--- src/rtl/vsv_pkg.sv ---
package vsv_pkg;

  typedef enum logic [0:0] {
    VSV_HUNT = 1'b0,
    VSV_LOCK = 1'b1
  } vsv_state_e;

  // distance between two unsigned counts
  function automatic int unsigned vsv_absdiff(input int unsigned a, input int unsigned b);
    return (a > b) ? (a - b) : (b - a);
  endfunction

endpackage

--- src/rtl/vsv_edge_sense.sv ---
module vsv_edge_sense #(
  parameter int N = 3
) (
  input  logic         clk,
  input  logic         rst_n,
  input  logic [N-1:0] pin_i,
  output logic [N-1:0] rise_o
);
  logic [N-1:0] stage1_q, stage2_q;

  for (genvar g = 0; g < N; g++) begin : g_ch
    always_ff @(posedge clk or negedge rst_n) begin
      if (!rst_n) begin
        stage1_q[g] <= 1'b0;
        stage2_q[g] <= 1'b0;
      end else begin
        stage1_q[g] <= pin_i[g];
        stage2_q[g] <= stage1_q[g];
      end
    end
    assign rise_o[g] = stage1_q[g] & ~stage2_q[g];
  end
endmodule

--- src/rtl/vsv_period_meter.sv ---
module vsv_period_meter #(
  parameter int SAT = 1024,
  parameter int W   = $clog2(SAT + 1)
) (
  input  logic         clk,
  input  logic         rst_n,
  input  logic         edge_i,
  output logic         seen_o,
  output logic [W-1:0] cnt_o
);
  localparam logic [W-1:0] SAT_V = W'(SAT);

  logic [W-1:0] cnt_q;
  logic         seen_q;

  // count restarts at 1 on an edge, so at the next edge it equals the period
  always_ff @(posedge clk or negedge rst_n) begin
    if (!rst_n) begin
      cnt_q  <= '0;
      seen_q <= 1'b0;
    end else if (edge_i) begin
      cnt_q  <= W'(1);
      seen_q <= 1'b1;
    end else if (cnt_q != SAT_V) begin
      cnt_q <= cnt_q + W'(1);
    end
  end

  assign cnt_o  = cnt_q;
  assign seen_o = seen_q;
endmodule

--- src/rtl/vsv_std_match.sv ---
module vsv_std_match #(
  parameter int NSTD     = 4,
  parameter int AMB_W    = 1,
  parameter int AMB_IW   = 1,
  parameter int HW       = 12,
  parameter int LW       = 10,
  parameter int HPER_TOL = 2,
  parameter int LINE_TOL = 1,
  parameter logic [NSTD*16-1:0]     STD_HPER    = '0,
  parameter logic [NSTD*16-1:0]     STD_LINES   = '0,
  parameter logic [NSTD-1:0]        STD_FSYNC   = '0,
  parameter logic [NSTD*6-1:0]      STD_CODE    = '0,
  parameter logic [NSTD-1:0]        STD_AMB_EN  = '0,
  parameter logic [NSTD-1:0]        STD_AMB_VAL = '0,
  parameter logic [NSTD*AMB_IW-1:0] STD_AMB_BIT = '0
) (
  input  logic [HW-1:0]    hper_i,
  input  logic [LW-1:0]    lines_i,
  input  logic             fsync_i,
  input  logic [NSTD-1:0]  dis_i,
  input  logic [AMB_W-1:0] amb_i,
  output logic             hit_o,
  output logic [5:0]       code_o
);
  import vsv_pkg::*;

  logic [NSTD-1:0] cand;

  for (genvar i = 0; i < NSTD; i++) begin : g_ent
    localparam int unsigned TH = int'(STD_HPER[i*16 +: 16]);
    localparam int unsigned TL = int'(STD_LINES[i*16 +: 16]);
    logic amb_ok;
    assign amb_ok  = !STD_AMB_EN[i] ||
                     (amb_i[STD_AMB_BIT[i*AMB_IW +: AMB_IW]] == STD_AMB_VAL[i]);
    assign cand[i] = (vsv_absdiff(32'(hper_i), TH) <= HPER_TOL) &&
                     (vsv_absdiff(32'(lines_i), TL) <= LINE_TOL) &&
                     (fsync_i == STD_FSYNC[i]) && !dis_i[i] && amb_ok;
  end

  // lowest index wins
  always_comb begin
    hit_o  = 1'b0;
    code_o = 6'd0;
    for (int i = NSTD - 1; i >= 0; i--) begin
      if (cand[i]) begin
        hit_o  = 1'b1;
        code_o = STD_CODE[i*6 +: 6];
      end
    end
  end
endmodule

--- src/rtl/vsv_ref_validator.sv ---
module vsv_ref_validator #(
  parameter int H_MIN     = 801,
  parameter int H_MAX     = 1890,
  parameter int V_MIN     = 432000,
  parameter int V_MAX     = 675000,
  parameter int LOSS_CLKS = 2048,
  parameter int HPER_TOL  = 2,
  parameter int LINE_TOL  = 1,
  parameter int NSTD      = 4,
  parameter int AMB_W     = 1,
  parameter int AMB_IW    = (AMB_W > 1) ? $clog2(AMB_W) : 1,
  parameter logic [NSTD*16-1:0]     STD_HPER    = {16'd858, 16'd1716, 16'd1728, 16'd1716},
  parameter logic [NSTD*16-1:0]     STD_LINES   = {16'd525, 16'd262, 16'd312, 16'd262},
  parameter logic [NSTD-1:0]        STD_FSYNC   = 4'b0111,
  parameter logic [NSTD*6-1:0]      STD_CODE    = {6'h04, 6'h03, 6'h02, 6'h01},
  parameter logic [NSTD-1:0]        STD_AMB_EN  = 4'b0101,
  parameter logic [NSTD-1:0]        STD_AMB_VAL = 4'b0100,
  parameter logic [NSTD*AMB_IW-1:0] STD_AMB_BIT = '0
) (
  input  logic             clk,
  input  logic             rst_n,
  input  logic             hsync_i,
  input  logic             vsync_i,
  input  logic             fsync_i,
  input  logic             cfg_hd_bypass,
  input  logic [NSTD-1:0]  cfg_std_disable,
  input  logic [AMB_W-1:0] cfg_amb_sel,
  output logic             ref_lost_o,
  output logic [5:0]       std_code_o,
  output logic [7:0]       status_o
);
  import vsv_pkg::*;

  localparam int HSAT = ((H_MAX > LOSS_CLKS) ? H_MAX : LOSS_CLKS) + 1;
  localparam int HW   = $clog2(HSAT + 1);
  localparam int VSAT = V_MAX + 1;
  localparam int VW   = $clog2(VSAT + 1);
  localparam int LMAX = V_MAX / H_MIN + 2;
  localparam int LW   = $clog2(LMAX + 1);
  localparam logic [LW-1:0] LMAX_V = LW'(LMAX);

  // edge detection
  logic [2:0] rises;
  logic h_rise, v_rise, f_rise;

  vsv_edge_sense #(.N(3)) u_edges (
    .clk(clk), .rst_n(rst_n),
    .pin_i({fsync_i, vsync_i, hsync_i}),
    .rise_o(rises)
  );
  assign h_rise = rises[0];
  assign v_rise = rises[1];
  assign f_rise = rises[2];

  // period counters
  logic          h_seen, v_seen;
  logic [HW-1:0] h_cnt;
  logic [VW-1:0] v_cnt;

  vsv_period_meter #(.SAT(HSAT), .W(HW)) u_hmeter (
    .clk(clk), .rst_n(rst_n), .edge_i(h_rise), .seen_o(h_seen), .cnt_o(h_cnt)
  );
  vsv_period_meter #(.SAT(VSAT), .W(VW)) u_vmeter (
    .clk(clk), .rst_n(rst_n), .edge_i(v_rise), .seen_o(v_seen), .cnt_o(v_cnt)
  );

  // state
  vsv_state_e    state_q;
  logic [LW-1:0] lcnt_q, prev_lines_q;
  logic [HW-1:0] hper_q, prev_hper_q;
  logic          fseen_q, hok_q, prev_f_q, prev_ok_q;
  logic [5:0]    code_q;

  // frame record evaluated in the frame-edge cycle
  logic          h_idle, h_meas, h_in_win, hok_now, f_now;
  logic          v_meas, v_in_win, hper_win, rec_ok, consistent, locked;
  logic [HW-1:0] hper_now;
  logic [LW-1:0] lines_now;
  logic          match_hit;
  logic [5:0]    match_code;

  assign locked    = (state_q == VSV_LOCK);
  assign h_idle    = !h_seen || (32'(h_cnt) >= LOSS_CLKS);
  assign h_meas    = h_rise && h_seen;
  assign h_in_win  = (32'(h_cnt) >= H_MIN) && (32'(h_cnt) <= H_MAX);
  assign hper_now  = h_meas ? h_cnt : hper_q;
  assign hok_now   = hok_q && !(h_meas && !h_in_win);
  assign hper_win  = (32'(hper_now) >= H_MIN) && (32'(hper_now) <= H_MAX);
  assign lines_now = lcnt_q;
  assign f_now     = fseen_q || f_rise;
  assign v_meas    = v_rise && v_seen;
  assign v_in_win  = (32'(v_cnt) >= V_MIN) && (32'(v_cnt) <= V_MAX);
  assign rec_ok    = v_meas && (lines_now != '0) &&
                     (cfg_hd_bypass || (v_in_win && hok_now && hper_win));
  assign consistent = prev_ok_q &&
                      (vsv_absdiff(32'(lines_now), 32'(prev_lines_q)) <= LINE_TOL) &&
                      (vsv_absdiff(32'(hper_now), 32'(prev_hper_q)) <= HPER_TOL) &&
                      (prev_f_q == f_now);

  vsv_std_match #(
    .NSTD(NSTD), .AMB_W(AMB_W), .AMB_IW(AMB_IW), .HW(HW), .LW(LW),
    .HPER_TOL(HPER_TOL), .LINE_TOL(LINE_TOL),
    .STD_HPER(STD_HPER), .STD_LINES(STD_LINES), .STD_FSYNC(STD_FSYNC),
    .STD_CODE(STD_CODE), .STD_AMB_EN(STD_AMB_EN), .STD_AMB_VAL(STD_AMB_VAL),
    .STD_AMB_BIT(STD_AMB_BIT)
  ) u_match (
    .hper_i(hper_now), .lines_i(lines_now), .fsync_i(f_now),
    .dis_i(cfg_std_disable), .amb_i(cfg_amb_sel),
    .hit_o(match_hit), .code_o(match_code)
  );

  always_ff @(posedge clk or negedge rst_n) begin
    if (!rst_n) begin
      state_q      <= VSV_HUNT;
      lcnt_q       <= '0;
      hper_q       <= '0;
      fseen_q      <= 1'b0;
      hok_q        <= 1'b1;
      prev_lines_q <= '0;
      prev_hper_q  <= '0;
      prev_f_q     <= 1'b0;
      prev_ok_q    <= 1'b0;
      code_q       <= 6'd0;
    end else begin
      if (h_meas) hper_q <= h_cnt;
      if (state_q == VSV_LOCK) begin
        // frame and field pulses are not watched here
        if (h_idle) begin
          state_q   <= VSV_HUNT;
          code_q    <= 6'd0;
          prev_ok_q <= 1'b0;
          lcnt_q    <= '0;
          fseen_q   <= 1'b0;
          hok_q     <= 1'b1;
        end
      end else begin
        if (v_rise) begin
          lcnt_q  <= h_rise ? LW'(1) : '0;
          fseen_q <= 1'b0;
          hok_q   <= 1'b1;
        end else begin
          if (h_rise && (lcnt_q != LMAX_V)) lcnt_q <= lcnt_q + LW'(1);
          fseen_q <= f_now;
          hok_q   <= hok_now;
        end
        if (h_idle) begin
          prev_ok_q <= 1'b0;
        end else if (v_meas) begin
          if (rec_ok && consistent) begin
            state_q   <= VSV_LOCK;
            code_q    <= match_hit ? match_code : 6'd0;
            prev_ok_q <= 1'b0;
          end else begin
            prev_lines_q <= lines_now;
            prev_hper_q  <= hper_now;
            prev_f_q     <= f_now;
            prev_ok_q    <= rec_ok;
          end
        end
      end
    end
  end

  assign ref_lost_o = cfg_hd_bypass ? h_idle : !locked;
  assign std_code_o = code_q;
  assign status_o   = {6'd0, locked, ref_lost_o};
endmodule

--- config.mk ---
export PLATFORM = sky130hd
export DESIGN_NAME = vsv_ref_validator
export DESIGN_NICKNAME = d
export VERILOG_FILES = /design/src/rtl/vsv_pkg.sv /design/src/rtl/vsv_edge_sense.sv /design/src/rtl/vsv_period_meter.sv /design/src/rtl/vsv_std_match.sv /design/src/rtl/vsv_ref_validator.sv
export SDC_FILE = /design/constraint.sdc
export NUM_CORES = 1
export LEC_CHECK = 0
export BUFFER_PORTS_ARGS = -buffer_cell sky130_fd_sc_hd__buf_2
export CORE_ASPECT_RATIO = 0.75
export CORE_MARGIN = 5
export CORE_UTILIZATION = 25
export DETAILED_ROUTE_END_ITERATION = 8
export PLACE_DENSITY = 0.49
export SYNTH_ARGS = -nofsm -noshare
export SYNTH_HDL_FRONTEND = slang
export SYNTH_SLANG_ARGS = --single-unit
--- constraint.sdc ---
create_clock -name clk -period 10.9 [get_ports clk]
set_input_delay 0.545 -clock clk [delete_from_list [all_inputs] [get_ports clk]]
set_output_delay 0.545 -clock clk [all_outputs]
set_load 0.03 [all_outputs]
### Yosys cells after proc, flatten, opt, wreduce, memory -nomap -nowiden

Cells that the tools add are included.
W data, S select, Z words.

* output and inout port bits: 15
* bits of input ports: 11
* register bits: 95
* word-level logic and storage cells: 177

* $lt $le $gt $ge: 23
* bitwise logic cells: 11
* add/subtract/negate cells: 19
* eq/ne operators: 6
* reductions and logical operators: 50
* multiplexer cells: 48

Operators by type and width (count)
* $mux W32: 8
* $le A32 B1 Y1 const B: 4
* $le A32 B2 Y1 const B: 4
* $mux W6: 9
* $mux W10: 4
* $mux W20: 2
* $mux W12: 3
* $logic_and A1 B1 Y1: 28
* $sub A11 B12 Y13 const A: 2
* $sub A12 B11 Y13 const B: 2
* $sub A12 B12 Y13: 2
* $ge A12 B10 Y1 const B: 2
* $gt A12 B11 Y1 const B: 2
* $le A12 B11 Y1 const B: 2
* $sub A10 B10 Y11: 2
* $sub A10 B9 Y11 const B: 2
* $sub A9 B10 Y11 const A: 2
* $mux W1: 21
* $add A20 B1 Y20 const B: 1
* $ge A20 B19 Y1 const B: 1
* $gt A10 B9 Y1 const B: 2
* $le A20 B20 Y1 const B: 1
* $ne A20 B20 Y1 const B: 1
* $sub A10 B12 Y13 const A: 1
* 25 further kinds: 49

### Logic depth before layout (Yosys ltp)

Gate-level depths: netlist of the first run.

* depth after elaboration: 19
* mapped depth: 20
* depth with buffers taken out: 17

### Cells and area by module

From an unflattened synthesis of the first run, not the netlist that was laid out.

* cell total of the unflattened synthesis: 1206
* area total of the unflattened synthesis: 10054.6 µm²

Modules (own cells, without submodules)
* vsv_ref_validator: cells each 588, times used 1, sequential area each 1377.6 µm², area each 5156.2 µm²
* vsv_std_match: cells each 430, times used 1, sequential area each 0.0 µm², area each 2924.1 µm²
* vsv_period_meter at u_vmeter: cells each 114, times used 1, sequential area each 525.5 µm², area each 1116.1 µm²
* vsv_period_meter at u_hmeter: cells each 65, times used 1, sequential area each 325.3 µm², area each 666.9 µm²
* vsv_edge_sense: cells each 9, times used 1, sequential area each 150.1 µm², area each 191.4 µm²

### Worst setup path before layout of the first run

OpenSTA, ideal clock, no wires.

* path kind: register -> register
* start point: register u_edges.stage1_q[0]
* end point: register prev_hper_q[2]
* library setup time: 85 ps
* clock period less this slack: 4801 ps
* path buffers: 4
* path slack: 6099 ps
* data arrival time: 4716 ps
* cell stages (with the launch flop): 19
* required time: 10815 ps
* path through: dfrtp_1 > nand3b_1 > buf_4 > buf_6 > mux2i_1 > inv_1 > ha_1 > buf_2 > a21oi_1 > o21ai_0 > a221oi_1 > o21ai_0 > a31o_2 > o311a_1 > nor4_1 > nand4_1 > o21ai_2 > buf_4 > mux2i_1

* elaborated cells between the ends (all ways): 23
* those cells by class: add/sub: 2; order compare: 4; mux: 2; bitwise: 2; reduce/logical: 13

RTL lines
* from (decl): RTL line vsv_edge_sense.sv:9 `logic [N-1:0] stage1_q, stage2_q;`
* from (signal, indexed assignment): RTL line vsv_edge_sense.sv:17 `stage1_q[g] <= pin_i[g];`
* $and A1 B1 Y1 *: RTL line vsv_edge_sense.sv:21 `assign rise_o[g] = stage1_q[g] & ~stage2_q[g];`
* $logic_and A1 B1 Y1 *: RTL line vsv_ref_validator.sv:84 `assign h_meas = h_rise && h_seen;`
* $mux W12 *: RTL line vsv_ref_validator.sv:86 `assign hper_now = h_meas ? h_cnt : hper_q;`
* net hper_now[2]: RTL line vsv_ref_validator.sv:77 `logic [HW-1:0] hper_now;`
* $sub A12 B12 Y13 (tied with other cells): RTL line vsv_pkg.sv:10 `return (a > b) ? (a - b) : (b - a);`
* $mux W32 or $logic_and A1 B1 Y1 (tied branches): RTL line vsv_pkg.sv:10, vsv_ref_validator.sv:88
* $le A32 B2 Y1 or $logic_and A1 B1 Y1 (tied branches): RTL line vsv_ref_validator.sv:97, vsv_ref_validator.sv:94
* $logic_and A1 B1 Y1 or $logic_or A1 B1 Y1 (tied branches): RTL line vsv_ref_validator.sv:96, vsv_ref_validator.sv:94
* $logic_and A1 B1 Y1 (on tied branches): RTL line vsv_ref_validator.sv:97, vsv_ref_validator.sv:93
* $logic_and A1 B1 Y1: RTL line vsv_ref_validator.sv:149 `if (rec_ok && consistent) begin`
* $not A1 Y1 (no source line)
* $reduce_and A4 Y1 (no source line)
* to (signal assigned): RTL line vsv_ref_validator.sv:155 `prev_hper_q <= hper_now;`
* to (decl): RTL line vsv_ref_validator.sv:70 `logic [HW-1:0] hper_q, prev_hper_q;`

The timed path passes the listed nets; every way through them passes the cells marked *.
A chain may end at the register's enable or synchronous reset.

### Worst setup path after layout of the first run

* start point: register u_edges.stage1_q[0]
* end point: register prev_hper_q[3]

Same word-level chain as after synthesis.

==> flow_summary.json, run 1 <==
{
  "status": "finished, final reports clean",
  "p_leak_nw": 4.20,
  "numPortBuffers": 16,
  "synth_top_cell_area_share": 0.249,
  "slew_headroom": 0.303,
  "clk_latency_ns": 0.37,
  "worst_pin_slew_ns": 1.03,
  "switching_share": 0.463,
  "avgSynthCellArea_sq_um": 8.01,
  "grtUsageTotal": 0.136,
  "drive_above_1_share": 0.0834,
  "place_congestion": 0.892,
  "cts_tree": "yes",
  "vias": 8379,
  "firstDrtPassIters": 5,
  "cp_slowest_stage_delay_ns": 0.67,
  "crit_path_top_delay_cell": "mux2i_1",
  "clk_pin_slew_ns": 0.08,
  "required_ns": 11.18,
  "fillers": 3881,
  "setup_violations": 0,
  "fp.dieW_microns": 231,
  "rows": 60,
  "multi_input_area_sq_um": 6250,
  "avgRoutedWirePerCell_microns": 17.3,
  "min_path_type": "in2async",
  "ys_seq_area_frac": 0.252,
  "critical_path.endpoint_type": "flip-flop",
  "post_cts_resize_count": 0,
  "fmax_mhz": 175,
  "ys_warn_count": 0,
  "report.final.slew_viol_count": 0,
  "clock_skew_ns": 0.0131,
  "rsz0062_at_grt": "false",
  "clock_sinks": 92,
  "mostFrequentLayoutCell": "nor2_1",
  "maxCapViolCount": 0,
  "r2r_end": "prev_hper_q[3]$_DFFE_PN0P_",
  "tns_ns": 0,
  "period_minus_slack_ns": 5.73,
  "htree_levels": 3,
  "grt_pass1_vias": 7744,
  "ir_drop_mv": 0.0932,
  "seq_power_share": 0.234,
  "core_sq_um": 36000,
  "die_area_sq_um": 40500,
  "dpl.hpwl_mm": 20.8,
  "synth_largest_area_cell": "dfrtp_1",
  "grt_pass1_wl_mm": 44.8,
  "ant_nets": 0,
  "yosys-top-cells-area": "dfrtp_1 (25%), ha_1 (10%), mux2i_1 (5.4%)",
  "cts-root-buf": "clkbuf_16",
  "grt_max_degree": 72,
  "cts_hold_buf": 0,
  "start_util": 0.254,
  "worstReg2RegStart": "u_edges.stage1_q[0]$_DFF_PN0_",
  "r2r_cells": 17,
  "area_delta_synth_final_pct": 8.17,
  "cts_setup_buffers": 0,
  "synth-edff-count": 0,
  "wl_mm": 27.5,
  "power_frac_comb": 0.586,
  "cts_inserted_buffers": 9,
  "drt_first_iter_violations": 877,
  "cpMostUsedCell": "a21o_1",
  "finalCritPeriodShare": 0.525,
  "syn_area_sq_um": 9140,
  "crit_chain": "nand3b_1 > buf_4 > mux2i_1 > inv_2 > ha_1 > a21o_1 > a21o_1 > o21ai_1 > a21o_1 > mux2_2 > xor2_1 > o211ai_1 > a2111oi_0 > nand4_1 > o21ai_2 > buf_4 > mux2i_1",
  "crit_path_start_kind": "flip-flop",
  "die_height_microns": 176,
  "overflow": 0,
  "crit_type": "reg2reg",
  "io_pins": 26,
  "ys_types": 88,
  "antenna_found_initial": 0,
  "via_per_inst": 5.26,
  "drc": 0,
  "layout_common_cells": "nor2_1 (100), nand2_1 (94), dfrtp_1 (91)",
  "synthFlopType": "dfrtp_1",
  "cts.path.max_buffers": 2,
  "arrival_ns": 6.01,
  "pwr-share-clk": 0.180,
  "finalNonFillerCells": 1592,
  "switchingPower_mw": 0.828,
  "finalHoldViolCount": 0,
  "seqCellArea_sq_um": 2300,
  "async_reset_ff_frac": 1.00,
  "nets": 1212,
  "ys_ff_latch": 92,
  "powerDensity_nw_per_um2": 181,
  "p_int_mw": 0.960,
  "placed_cells": 1576,
  "antenna_cells": 0,
  "cp_max_fo": 29,
  "reg2reg_setup_slack_ns": 5.17,
  "synthCells": 1141
}
-- state kept, by name, summed over array words and instances (netlist names) --
name and count:
fseen_q 1, u_hmeter.seen_o 1, hok_q 1, u_vmeter.seen_o 1
hper_q 12, u_edges.stage2_q 3, prev_ok_q 1, lcnt_q 10
std_code_o 3, u_hmeter.cnt_o 12, prev_lines_q 10, u_vmeter.cnt_o 20
prev_f_q 1, prev_hper_q 12, u_edges.stage1_q 3, locked 1
-- final cells by class --
class | count | area share
multi-input cells | 919 | 0.633
flip-flops and latches | 92 | 0.233
well taps | 465 | 0.0589
inverters | 68 | 0.0258
clock buffers | 11 | 0.0246
repair buffers | 32 | 0.0205
clock inverters | 5 | 0.00456
-- Yosys cell counts (10+ instances only) --
cell type / instances
buf_2: 13
a21o_1: 14
mux2i_1: 49
o21ai_0: 69
a31oi_1: 17
o31ai_1: 11
or3_1: 13
nand2_1: 94
o211ai_1: 10
xnor2_1: 39
nand3_1: 46
nor2_1: 100
buf_4: 18
nor2b_1: 17
mux2_2: 11
nand4_1: 22
a21oi_1: 87
inv_1: 60
nor4_1: 12
ha_1: 75
clkbuf_1: 34
and3_1: 13
nand2b_1: 18
nor3_1: 32
o21a_1: 10
xor2_1: 23
dfrtp_1: 91
-- per-layer routing --
metal  wire length, microns  vias to the layer above  global-route usage
met1                  14400                     4033               0.222
met3                   2020                       15              0.0276
met4                    206                        0              0.0223
met5                      0                        -                   0
met2                  11000                      286               0.183
li1                       -                     4045                   -
-- worst max-delay path by stage --
stage / startpoint / end / cells after the start
after detailed placement: u_edges.stage1_q[0]$_DFF_PN0_ / prev_hper_q[3]$_DFFE_PN0P_ / 17
after floorplan: u_edges.stage1_q[0]$_DFF_PN0_ / prev_hper_q[2]$_DFFE_PN0P_ / 18
after CTS: u_edges.stage1_q[0]$_DFF_PN0_ / prev_hper_q[3]$_DFFE_PN0P_ / 17
final: u_edges.stage1_q[0]$_DFF_PN0_ / prev_hper_q[3]$_DFFE_PN0P_ / 17
after global placement: u_edges.stage1_q[0]$_DFF_PN0_ / prev_lines_q[1]$_DFFE_PN0P_ / 17
after global routing: u_edges.stage1_q[0]$_DFF_PN0_ / prev_hper_q[9]$_DFFE_PN0P_ / 17
-- stage by stage --
stage	util	area (sq um)	hold WS, ns	power, mW	worst slack (ns)
after floorplan	-	9170	0.249	1.19	6.10
after global placement	0.267	9600	0.367	1.45	5.35
after detailed placement	0.267	9600	0.376	1.44	5.19
after CTS	0.275	9880	0.0594	1.78	5.19
after global routing	0.275	9880	0.0867	1.93	4.58
final	0.275	9880	0.0643	1.79	5.17
-- critical path, delay by kind of cell (launching register included) --
kind                       cells  cell delay, ns
buffers and inverters          3            1.01
DFF                            1            0.42
and+or+nand+nor                2            0.45
muxes                          3            1.31
adders and majority gates      1            0.49
xor gates and xnor gates       1            0.14
AOI/OAI and AO/OA              7            1.78
-- cells by family (layout without fill, tap and decap cells) --
group / Yosys count / after routing / synth area share
AOI/OAI and AO/OA: 301 / 301 / 0.217
adders and majority gates: 79 / 79 / 0.111
xor gates and xnor gates: 62 / 62 / 0.0594
other: 1 / 9 / 0.000410
DFF: 92 / 92 / 0.252
muxes: 62 / 62 / 0.0712
and+or+nand+nor: 406 / 406 / 0.222
buffers and inverters: 138 / 116 / 0.0668
-- power groups by stage --
| stage | Combinational [mW] | Sequential, mW | Clock [mW] |
|---|---|---|---|
| final | 1.05 | 0.418 | 0.322 |
| after global routing | 1.16 | 0.424 | 0.346 |
| after CTS | 1.03 | 0.418 | 0.334 |
| after detailed placement | 1.02 | 0.423 | 0 |
| after global placement | 1.03 | 0.424 | 0 |
| after floorplan | 0.788 | 0.402 | 0 |
(Power assumes the default switching activity.)
==> run 2: changes to the inputs <==
--- a/config.mk
+++ b/config.mk
@@ -5,12 +5,13 @@
 export SDC_FILE = /design/constraint.sdc
 export NUM_CORES = 1
 export LEC_CHECK = 0
+export ABC_AREA = 1
 export BUFFER_PORTS_ARGS = -buffer_cell sky130_fd_sc_hd__buf_2
 export CORE_ASPECT_RATIO = 0.75
 export CORE_MARGIN = 5
 export CORE_UTILIZATION = 25
 export DETAILED_ROUTE_END_ITERATION = 8
-export PLACE_DENSITY = 0.49
+export PLACE_DENSITY = 0.5
 export SYNTH_ARGS = -nofsm -noshare
 export SYNTH_HDL_FRONTEND = slang
 export SYNTH_SLANG_ARGS = --single-unit
==> constraint.sdc (replaced) <==
create_clock -name clk -period 4.9 [get_ports clk]
set_input_delay 0.245 -clock clk [delete_from_list [all_inputs] [get_ports clk]]
set_output_delay 0.245 -clock clk [all_outputs]
set_load 0.03 [all_outputs]
==> run 2 against run 1 <==
Routed wire length increased by 19%. Register-to-register slack got worse by 4.4 ns. Flip-flop and latch count unchanged. Largest cell class unchanged. Cell count increased by 35%. Highest routed layer unchanged.
==> flow_summary.json, run 2 <==
{
  "io_pins": 26,
  "status": "finished, final reports clean",
  "avgRoutedWirePerCell_microns": 15.3,
  "fp.dieW_microns": 243,
  "finalHoldViolCount": 0,
  "firstDrtPassIters": 5,
  "ant_nets": 0,
  "grtUsageMet1": 0.233,
  "ys_ff_latch": 92,
  "antenna_cells": 0,
  "synth_largest_area_cell": "dfrtp_1",
  "cts_inserted_buffers": 9,
  "fin_util": 0.276,
  "crit_path_top_delay_cell": "dfrtp_1",
  "ir_drop_mv": 0.207,
  "synth-edff-count": 0,
  "rsz0062_at_grt": "false",
  "grt_pass1_vias": 9468,
  "ys_warn_count": 0,
  "p_leak_nw": 5.71,
  "cpMostUsedCell": "nand2_1",
  "grtUsageMet2": 0.201,
  "largest_reg_flops": 20,
  "crit_type": "reg2reg",
  "maxCapViolCount": 0,
  "cp_slowest_stage_delay_ns": 0.49,
  "powerDensity_nw_per_um2": 348,
  "grt_max_degree": 49,
  "async_reset_ff_frac": 1.00,
  "required_ns": 5.18,
  "clock_sinks": 92,
  "critical_path.endpoint_type": "flip-flop",
  "clk_latency_ns": 0.36,
  "via_per_inst": 4.80,
  "cts-root-buf": "clkbuf_16",
  "seqCellArea_sq_um": 2300,
  "ys_seq_area_frac": 0.227,
  "avgSynthCellArea_sq_um": 6.38,
  "finalCritPeriodShare": 0.853,
  "drive_above_1_share": 0.0997,
  "start_util": 0.251,
  "placed_area_sq_um": 10800,
  "area_delta_synth_final_pct": 10.2,
  "p_total_mw": 3.90,
  "synthCells": 1592,
  "core_sq_um": 40500,
  "drc": 0,
  "die_height_microns": 185,
  "layout_common_cells": "nand2_1 (444), inv_1 (196), nor2_1 (151)",
  "fillers": 4589,
  "synth_common_cells": "nand2_1 (444), inv_1 (196), nor2_1 (151), nand3_1 (133), a21oi_1 (93)",
  "min_path_type": "in2reg",
  "grtUsageTotal": 0.145,
  "grtUsageMet3": 0.0268,
  "setup_violations": 0,
  "clock_skew_ns": 0.00913,
  "synth_top_cell_area_share": 0.224,
  "overflow": 0,
  "cts.path.max_buffers": 2,
  "antenna_found_initial": 0,
  "dpl.hpwl_mm": 26.2,
  "cts_tree": "yes",
  "yosys-top-cells-area": "dfrtp_1 (22%), nand2_1 (16%), ha_1 (9.2%)",
  "place_congestion": 0.914,
  "die_area_sq_um": 44800,
  "crit_chain": "nand3_4 > nand2_2 > nand2_4 > ha_1 > nand2_1 > inv_1 > nand2_1 > nand2_1 > a21oi_1 > nand2_4 > nand2_4 > nand2_1 > nand3_1 > nand3_1 > nor2_1 > nand3_1 > nor2_2 > nand4_2 > nand3_4 > buf_12 > nand2_1 > o21ai_1",
  "fin_area_sq_um": 11200,
  "htree_levels": 3,
  "grt_pass1_wl_mm": 53.1,
  "fmax_mhz": 239,
  "drt_first_iter_violations": 1000,
  "rows": 64,
  "slew_headroom": 0.549,
  "grt.busiest_layer": "met1",
  "clk_pin_slew_ns": 0.07,
  "syn_area_sq_um": 10200,
  "vias": 10288,
  "arrival_ns": 4.45,
  "wl_mm": 32.7,
  "numPortBuffers": 16,
  "report.final.slew_viol_count": 0,
  "period_minus_slack_ns": 4.18,
  "synthFlopType": "dfrtp_1",
  "nets": 1700,
  "cp_max_fo": 25,
  "ys_types": 57,
  "crit_path_start_kind": "flip-flop",
  "worst_pin_slew_ns": 0.676,
  "mostFrequentLayoutCell": "nand2_1",
  "multi_input_area_sq_um": 6750,
  "yosys.cell_count.top_type": "nand2_1",
  "tns_ns": 0
}
[run 2: critical path: cells and delay by family, from the launching register on]
kind,cells,cell delay (ns)
AO/OA/AOI/OAI,2,0.38
adder cells (fa/ha/maj),1,0.42
buffers and inverters,2,0.31
flip-flops,1,0.49
AND/OR/NAND/NOR,17,2.46
[run 2: power breakdown]
part	switching (mW)	internal, mW
logic	1.47	0.709
registers	0.0748	0.830
clock network	0.342	0.468
[run 2: path summary, 6_finish.rpt]
path / startpoint / endpoint / slack (ns) / cells after the start
min reg2reg: u_edges.stage1_q[2]$_DFF_PN0_ / u_edges.stage2_q[2]$_DFF_PN0_ / 0.38 / 0
max in group asynchronous: rst_n / hper_q[1]$_DFF_PN0_ / 3.35 / 3
min: cfg_std_disable[2] / std_code_o[1]$_DFFE_PN0P_ / 0.30 / 6
min in group asynchronous: rst_n / prev_lines_q[1]$_DFFE_PN0P_ / 0.44 / 2
max: u_hmeter.seen_o$_DFFE_PN0N_ / prev_f_q$_DFFE_PN0P_ / 0.72 / 22
max reg2reg: u_hmeter.seen_o$_DFFE_PN0N_ / prev_f_q$_DFFE_PN0P_ / 0.72 / 22
[run 2: what timing repair did]
action,CTS,global route
hold buffers,4,0
hold endpoints to repair,46,0
setup buffers,0,0
gates resized for setup,0,0
[run 2: cell families (layout without fill, tap and decap cells)]
kind of cell             count (synthesis)  after routing  share of synthesized area
AND/OR/NAND/NOR                        860            860                      0.376
buffers and inverters                  266            281                      0.113
flip-flops                              92             92                      0.227
XOR/XNOR                                41             41                     0.0353
AO/OA/AOI/OAI                          253            253                      0.148
adder cells (fa/ha/maj)                 79             79                      0.100
other                                    1              9                   0.000369
[run 2: layout make-up]
cell class | instances | share of cell area
clock buffer | 10 | 0.0213
tap | 528 | 0.0590
inverter | 217 | 0.0727
sequential | 92 | 0.206
timing repair buffer | 48 | 0.0308
clock inverter | 6 | 0.00838
multi-input combinational | 1242 | 0.602
[run 2: metrics by stage]
stage	hold slack [ns]	std cells	setup slack (ns)
floorplan	-0.0506	1600	1.54
global placement	0.313	2123	0.764
detailed placement	0.313	2123	0.747
CTS	0.288	2143	0.713
global route	0.323	2143	0.220
finish	0.299	2143	0.722
[run 2: routing by layer]
metal / vias up / wire, microns
li1: 5189 / -
met1: 4782 / 17600
met4: 0 / 414
met2: 285 / 12500
met5: - / 0
met3: 32 / 2150
==> run 3: changes to the inputs <==
--- a/config.mk
+++ b/config.mk
@@ -7,7 +7,6 @@
 export LEC_CHECK = 0
 export ABC_AREA = 1
 export BUFFER_PORTS_ARGS = -buffer_cell sky130_fd_sc_hd__buf_2
-export CORE_ASPECT_RATIO = 0.75
 export CORE_MARGIN = 5
 export CORE_UTILIZATION = 25
 export DETAILED_ROUTE_END_ITERATION = 8
==> run 3 against run 2 <==
Worst hold slack worse by 0.0089 ns. Maximum frequency up 2.0%. Combinational power down 3%. Critical path depth unchanged. Cell count about the same. Sequential share of layout area about the same. Utilization up 0.33 points. Non-clock buffer count up 1. Die area about the same. Highest routed layer unchanged.
==> flow_summary.json, run 3 (synthesized netlist as in run 2, its figures left out) <==
{
  "endpoint": "prev_hper_q[2]$_DFFE_PN0P_",
  "startpoint": "u_edges.stage2_q[0]$_DFF_PN0_",
  "antenna_found_initial": 0,
  "drive_above_1_share": 0.0990,
  "r2r_cells": 22,
  "finalHoldViolCount": 0,
  "arrival_ns": 4.38,
  "cts_tree": "yes",
  "place_congestion": 0.895,
  "worstReg2RegStart": "u_edges.stage2_q[0]$_DFF_PN0_",
  "avgRoutedWirePerCell_microns": 15.0,
  "clock_sinks": 92,
  "numPortBuffers": 16,
  "via_per_inst": 4.76,
  "report.final.slew_viol_count": 0,
  "grt_pass1_wl_mm": 52.3,
  "rows": 73,
  "drc": 0,
  "wl_mm": 32.2,
  "grt_max_degree": 55,
  "die_area_sq_um": 44800,
  "nets": 1701,
  "clk_latency_ns": 0.37,
  "cts-root-buf": "clkbuf_16",
  "start_util": 0.254,
  "io_pins": 26,
  "cts.path.max_buffers": 2,
  "area_delta_synth_final_pct": 10.1,
  "vias": 10193,
  "finalCritPeriodShare": 0.836,
  "fillers": 4538,
  "overflow": 0,
  "cts_setup_buffers": 0,
  "status": "finished, final reports clean",
  "rsz0062_at_grt": "false",
  "min_path_type": "in2reg",
  "powerDensity_nw_per_um2": 339,
  "core_sq_um": 40000,
  "layout_common_cells": "nand2_1 (444), inv_1 (196), nor2_1 (151)",
  "ant_nets": 0,
  "crit_type": "reg2reg",
  "r2r_end": "prev_hper_q[2]$_DFFE_PN0P_",
  "ir_drop_mv": 0.176,
  "cp_max_fo": 24,
  "maxCapViolCount": 0,
  "clock_skew_ns": 0.0148,
  "cts_inserted_buffers": 9,
  "clk_pin_slew_ns": 0.07,
  "crit_path_start_kind": "flip-flop",
  "firstDrtPassIters": 5,
  "drt_first_iter_violations": 697,
  "fin_util": 0.280,
  "tns_ns": 0,
  "reg2reg_setup_slack_ns": 0.80,
  "setup_violations": 0,
  "period_minus_slack_ns": 4.10,
  "critical_path.endpoint_type": "flip-flop",
  "htree_levels": 3,
  "dpl.hpwl_mm": 25.3,
  "slew_headroom": 0.466,
  "die_height_microns": 212,
  "p_total_mw": 3.80,
  "fp.dieW_microns": 212,
  "mostFrequentLayoutCell": "nand2_1",
  "grt_pass1_vias": 9859,
  "antenna_cells": 0,
  "largest_reg_flops": 20,
  "grtUsageTotal": 0.143,
  "fmax_mhz": 244,
  "required_ns": 5.19,
  "worst_pin_slew_ns": 0.801,
  "p_leak_nw": 5.70
}
-- run 3: cell types whose count changed in the layout (fill, tap and decap cells not counted) --
cell / previous run / this run
clkbuf_1: 0 / 2
buf_4: 28 / 29
clkbuf_8: 1 / 0
clkinv_2: 1 / 0
clkinv_4: 0 / 1
clkinvlp_4: 0 / 1
inv_6: 2 / 1
inv_8: 1 / 0
-- run 3: stage by stage --
step	setup slack [ns]	area [sq um]	hold WS, ns	cells
4_1_cts	0.756	11200	0.273	2141
2_1_floorplan	1.54	10200	-0.0506	1600
3_5_place_dp	0.795	10800	0.354	2121
3_3_place_gp	0.863	10800	0.353	2121
5_1_grt	0.380	11200	0.300	2141
6_report	0.805	11200	0.290	2141
-- run 3: repair_timing --
item	in CTS	in global routing
hold buffers	4	0
gates resized for setup	0	0
hold endpoints to repair	43	0
-- run 3: worst max-delay path, stage by stage, from the launching register on --
cell     delay (ns)
dfrtp_1        0.42
inv_2          0.11
nand3_4        0.30
inv_2          0.23
nand2_1        0.11
nand2_2        0.15
ha_1           0.35
a21oi_1        0.33
nand3_2        0.15
nand2_1        0.13
nand2_4        0.10
nand2_4        0.18
nand2_1        0.08
nand3_1        0.08
nand3_1        0.07
nor2_1         0.11
nand3_1        0.09
nor2_2         0.14
nand4_2        0.21
nand3_4        0.31
buf_12         0.23
nand2_1        0.07
o21ai_1        0.07
-- run 3: layer usage --
metal | GRT usage | share of wire | up-vias
met5 | 0 | 0 | -
met4 | 0.0313 | 0.015 | 0
met3 | 0.0138 | 0.036 | 28
met2 | 0.234 | 0.46 | 221
met1 | 0.204 | 0.49 | 4767
li1 | - | - | 5177
-- run 3: worst min-delay path by stage --
stage / cells past startpoint / from / end / slack, ns
floorplan: 0 / rst_n / fseen_q$_DFFE_PN0P_ / -0.05
global placement: 1 / fsync_i / u_edges.stage1_q[2]$_DFF_PN0_ / 0.35
detailed placement: 1 / fsync_i / u_edges.stage1_q[2]$_DFF_PN0_ / 0.35
CTS: 6 / cfg_std_disable[2] / std_code_o[0]$_DFFE_PN0P_ / 0.27
global route: 6 / cfg_std_disable[2] / std_code_o[0]$_DFFE_PN0P_ / 0.30
finish: 6 / cfg_std_disable[2] / std_code_o[0]$_DFFE_PN0P_ / 0.29
-- run 3: cell type report --
type / count / area, sq um / share of cell area
repair buffers: 49 / 353 / 0.0315
multi-input cells: 1242 / 6750 / 0.603
clock inverters: 5 / 85.1 / 0.00760
well taps: 525 / 657 / 0.0587
clock buffers: 11 / 233 / 0.0208
inverters: 217 / 815 / 0.0728
flip-flops and latches: 92 / 2300 / 0.206
-- run 3: power breakdown --
part           internal [mW]  switching (mW)  total, mW  leakage (nW)
sequential             0.831          0.0717      0.902          1.22
clock                  0.451           0.330      0.781         0.150
combinational          0.700            1.42       2.12          4.33
